File: config.mk
export PLATFORM = sky130hd
export DESIGN_NAME = masked_gpio_reg
export DESIGN_NICKNAME = d
export VERILOG_FILES = /design/src/rtl/masked_gpio_pkg.sv /design/src/rtl/masked_gpio_field.sv /design/src/rtl/masked_gpio_sync.sv /design/src/rtl/masked_gpio_reg.sv
export SDC_FILE = /design/constraint.sdc
export NUM_CORES = 1
export LEC_CHECK = 0
export ABC_AREA = 1
export BUFFER_PORTS_ARGS = -buffer_cell sky130_fd_sc_hd__buf_4
export CAP_MARGIN = 20
export CORE_MARGIN = 3
export CORE_UTILIZATION = 27
export CTS_BUF_LIST = sky130_fd_sc_hd__clkbuf_2
export DETAILED_ROUTE_END_ITERATION = 8
export PLACE_DENSITY = 0.88
export SYNTH_ARGS = -nofsm -noshare
export SYNTH_HDL_FRONTEND = slang
export SYNTH_HIERARCHICAL = 1
export SYNTH_SLANG_ARGS = --single-unit
export TNS_END_PERCENT = 50
File: constraint.sdc
create_clock -name clk_i -period 1 [get_ports clk_i]
set_input_delay 0.2 -clock clk_i [delete_from_list [all_inputs] [get_ports clk_i]]
set_output_delay 0.2 -clock clk_i [all_outputs]
set_load 0.03 [all_outputs]
File: src/rtl/masked_gpio_pkg.sv
package masked_gpio_pkg;
  localparam int unsigned DATA_W  = 32;
  localparam int unsigned ID_W    = 16;
  localparam int unsigned NLINES  = 4;
  // value bit positions; mask of line k sits at k + NLINES
  localparam int unsigned PWR_B   = 0;
  localparam int unsigned LED_B   = 1;
  localparam int unsigned SCK_B   = 2;
  localparam int unsigned DAT_B   = 3;
  localparam logic [NLINES-1:0] LINE_RST = 4'b1111;

  typedef struct packed {
    logic dat;
    logic sck;
    logic led;
    logic pwr;
  } line_state_t;
endpackage

File: src/rtl/masked_gpio_field.sv
module masked_gpio_field #(
  parameter int unsigned W = 4,
  parameter logic [W-1:0] RST_VAL = '1
) (
  input  logic         clk_i,
  input  logic         rst_ni,
  input  logic         we_i,
  input  logic [W-1:0] mask_i,
  input  logic [W-1:0] val_i,
  output logic [W-1:0] q_o
);
  for (genvar b = 0; b < W; b++) begin : g_bit
    always_ff @(posedge clk_i or negedge rst_ni) begin
      if (!rst_ni)                q_o[b] <= RST_VAL[b];
      else if (we_i && mask_i[b]) q_o[b] <= val_i[b];
    end
  end
endmodule

File: src/rtl/masked_gpio_sync.sv
module masked_gpio_sync #(
  parameter int unsigned STAGES = 2,
  parameter logic RST_VAL = 1'b1
) (
  input  logic clk_i,
  input  logic rst_ni,
  input  logic d_i,
  output logic q_o
);
  logic [STAGES-1:0] chain_q;

  always_ff @(posedge clk_i or negedge rst_ni) begin
    if (!rst_ni) chain_q <= {STAGES{RST_VAL}};
    else         chain_q <= {chain_q[STAGES-2:0], d_i};
  end

  assign q_o = chain_q[STAGES-1];
endmodule

File: src/rtl/masked_gpio_reg.sv
module masked_gpio_reg
  import masked_gpio_pkg::*;
#(
  parameter int unsigned SYNC_STAGES = 2
) (
  input  logic              clk_i,
  input  logic              rst_ni,
  input  logic              wr_en_i,
  input  logic [DATA_W-1:0] wr_data_i,
  output logic [DATA_W-1:0] rd_data_o,
  input  logic [ID_W-1:0]   board_id_i,
  input  logic              rtc_dat_i,
  output logic              rtc_sck_o,
  output logic              rtc_dat_oe_o,
  output logic              led_o,
  output logic              pwr_hold_o
);
  localparam int unsigned RSV_W = DATA_W - ID_W - NLINES;

  line_state_t      line_q;
  logic [NLINES-1:0] line_bits;
  logic             dat_sync;
  logic             dat_rd;

  masked_gpio_field #(
    .W       (NLINES),
    .RST_VAL (LINE_RST)
  ) u_field (
    .clk_i  (clk_i),
    .rst_ni (rst_ni),
    .we_i   (wr_en_i),
    .mask_i (wr_data_i[2*NLINES-1:NLINES]),
    .val_i  (wr_data_i[NLINES-1:0]),
    .q_o    (line_bits)
  );

  assign line_q = line_state_t'(line_bits);

  masked_gpio_sync #(
    .STAGES  (SYNC_STAGES),
    .RST_VAL (1'b1)
  ) u_sync (
    .clk_i  (clk_i),
    .rst_ni (rst_ni),
    .d_i    (rtc_dat_i),
    .q_o    (dat_sync)
  );

  // released line reads the pin, driven line reads low
  assign dat_rd = line_q.dat ? dat_sync : 1'b0;

  assign rtc_sck_o    = line_q.sck;
  assign rtc_dat_oe_o = ~line_q.dat;
  assign led_o        = line_q.led;
  assign pwr_hold_o   = line_q.pwr;

  assign rd_data_o = {board_id_i, {RSV_W{1'b0}}, dat_rd, line_q.sck, line_q.led, line_q.pwr};
endmodule

==> results.cfg <==
[sta]
setup_ws_ps = -168
setup_violations = 8
setup_tns_ps = -853
fin_skew_ps = 0.0978
min_period_ps = 1170
rsz0062_at_grt = true
drv_slew = 0
hold_violations = 0
finalCritPeriodShare = 1.17
hold_slack_ps = 99.5
clock.fmax_mhz = 856

[detailed_routing]
routedWlPerCell_um = 8.80
first_iter_violations = 0
vias_per_cell = 3.39
drt_pass1_iterations = 1
drc = 0
antenna_violating_nets_post_route = 0
vias = 285
totalWireLength_um = 739

[pwr]
p_leak_nw = 0.276
peakVddDrop_uv = 344
pwr_density_cell_nw_per_um2 = 1520

[logic_synthesis]
synthCells = 59
syn_area_per_cell_um2 = 8.19
seq_area_frac_synth = 0.326
yosysTopAreaCell = buf_4
yosys.area.top_type_share = 0.497
synth_seq_cells = 6
yosysWarnings = 6
synth_area_leaders = buf_4, dfstp_2, nand2_1, nand3_1, inv_1
syn_area_um2 = 483
synth_cell_type_count = 7

[outcome]
violations = negative setup slack
status = finished, violations left

[floorplanning]
io_pins = 88
dieArea_um2 = 2330
die_h_um = 48.3
start_util = 0.303
rows = 14
core_area_um2 = 1590
die_w_um = 48.3

[cts]
clk_latency_ps = 200
cts_tree = done
h-tree-depth = 1
clock-sinks = 6
cts_max_path_buffers = 2
clk_pin_slew_ps = 60
cts-buffers-inserted = 3
cts-root-buf = clkbuf_2

[placement]
place_congestion = 0.565
placed_area_um2 = 452
placed_cells = 80
numPortBuffers = 19
dpl_worst_slack_ps = 39.1

[critical_path]
critPathBufInv = 2
reg2reg_slack_ps = 270
startpoint_type = register
arrival_ps = 970
end_kind = primary output
rr_endpoint = u_field/q_o[1]
cp.required_ps = 800
crit_chain = nand2_1, inv_1, buf_6
r2r-start = u_field/q_o[1]
max_stage_delay_ps = 540
crit_slowest_cell = dfstp_2
critPathMaxFanout = 3
crit_type = register to primary output
ff2ff_path_depth = 2
cp_top_family = flip-flops

[grt]
track_usage = 0.0670
antenna_found_initial = 0
grt_pass1_vias = 248
grt_overflow = 0
grt_max_degree = 9
grt_pass1_wl_mm = 1.01

[final_layout]
syn_to_final_growth_pct = 4.92
layout.nets = 114
layout-drive-gt1-share = 0.467
finalInstanceArea_um2 = 507
final_cells = 84
diodes = 0

[hold_path]
holdCritStartpoint = rtc_dat_i
hp-class = input pin to register
hold_end = u_sync/chain_q[0]
hold_path_depth = 1

[run]
maxCapViolations = 0
## final cells by class
class                      count  area (um^2)
timing repair buffer          20          183
multi-input combinational     29          114
tap                           24         30.0
clock buffer                   3         15.0
fill                         175         1090
sequential                     6          158
inverter                       2         7.51
## Yosys cell counts (all sizes together)
master  instances
conb            1
buf            33
dfstp           6
nand2          13
inv             2
nand3           4
## worst max-delay path by stage
| stage | start | endpoint | cells past startpoint |
|---|---|---|---|
| 6_report | u_field/q_o[3] | rd_data_o[3] | 3 |
| 5_1_grt | u_field/q_o[3] | rd_data_o[3] | 3 |
| 4_1_cts | u_field/q_o[3] | rd_data_o[3] | 3 |
| 3_5_place_dp | u_field/q_o[3] | rd_data_o[3] | 3 |
| 3_3_place_gp | u_field/q_o[3] | rd_data_o[3] | 3 |
| 2_1_floorplan | u_field/q_o[0] | rd_data_o[0] | 1 |
## worst register-to-register path, stage by stage (launching register included)
cell and delay [ps]:
dfstp_2 560, nand2_1 60, nand2_1 60
## power breakdown
group	switching, W	internal [W]	leakage, nW
clock	0.0000778	0.0000815	0.0125
sequential	0.0000226	0.000287	0.0629
combinational	0.000188	0.000115	0.201
## through the flow
stage | utilization | total power, W
after global placement | 0.283 | 0.000577
after CTS | 0.318 | 0.000779
after detailed placement | 0.283 | 0.000581
after global routing | 0.318 | 0.000811
after floorplan | - | 0.000658
final | 0.318 | 0.000772
## layer usage
layer / vias to the layer above / wire length, um / track usage
met5: - / 0 / 0
met4: 0 / 4 / 0.0430
met3: 2 / 84 / 0.0443
met2: 14 / 445 / 0.125
met1: 133 / 205 / 0.0469
li1: 136 / - / -
## timing repair
| action | 4_1_cts | 5_1_grt |
|---|---|---|
| hold buffers | 1 | 0 |
| pin swaps | 1 | 0 |
| hold endpoints to repair | 6 | 0 |
| resized for setup | 8 | 0 |
| buffers inserted | 0 | 0 |
| endpoints found under the setup margin | 8 | 8 |
## cell usage in the layout, fill, tap and decap left out, drive strengths merged
cell	count
buf	19
dlygate4sd3	1
clkbuf	3
nand2	13
dfstp	6
inv	2
nand3	4
conb	12
## logic make-up (layout without fill, tap and decap cells)
logic type | count (synthesis) | after routing | synth area share
other cells | 1 | 12 | 0.00776
buf+inv | 35 | 25 | 0.523
simple gates | 17 | 17 | 0.142
flops | 6 | 6 | 0.326
## registers in the layout (all words and copies together) (netlist names)
name / count
u_field/q_o: 4
u_sync/chain_q: 2
Note: power is estimated with default switching activity, not from simulation.
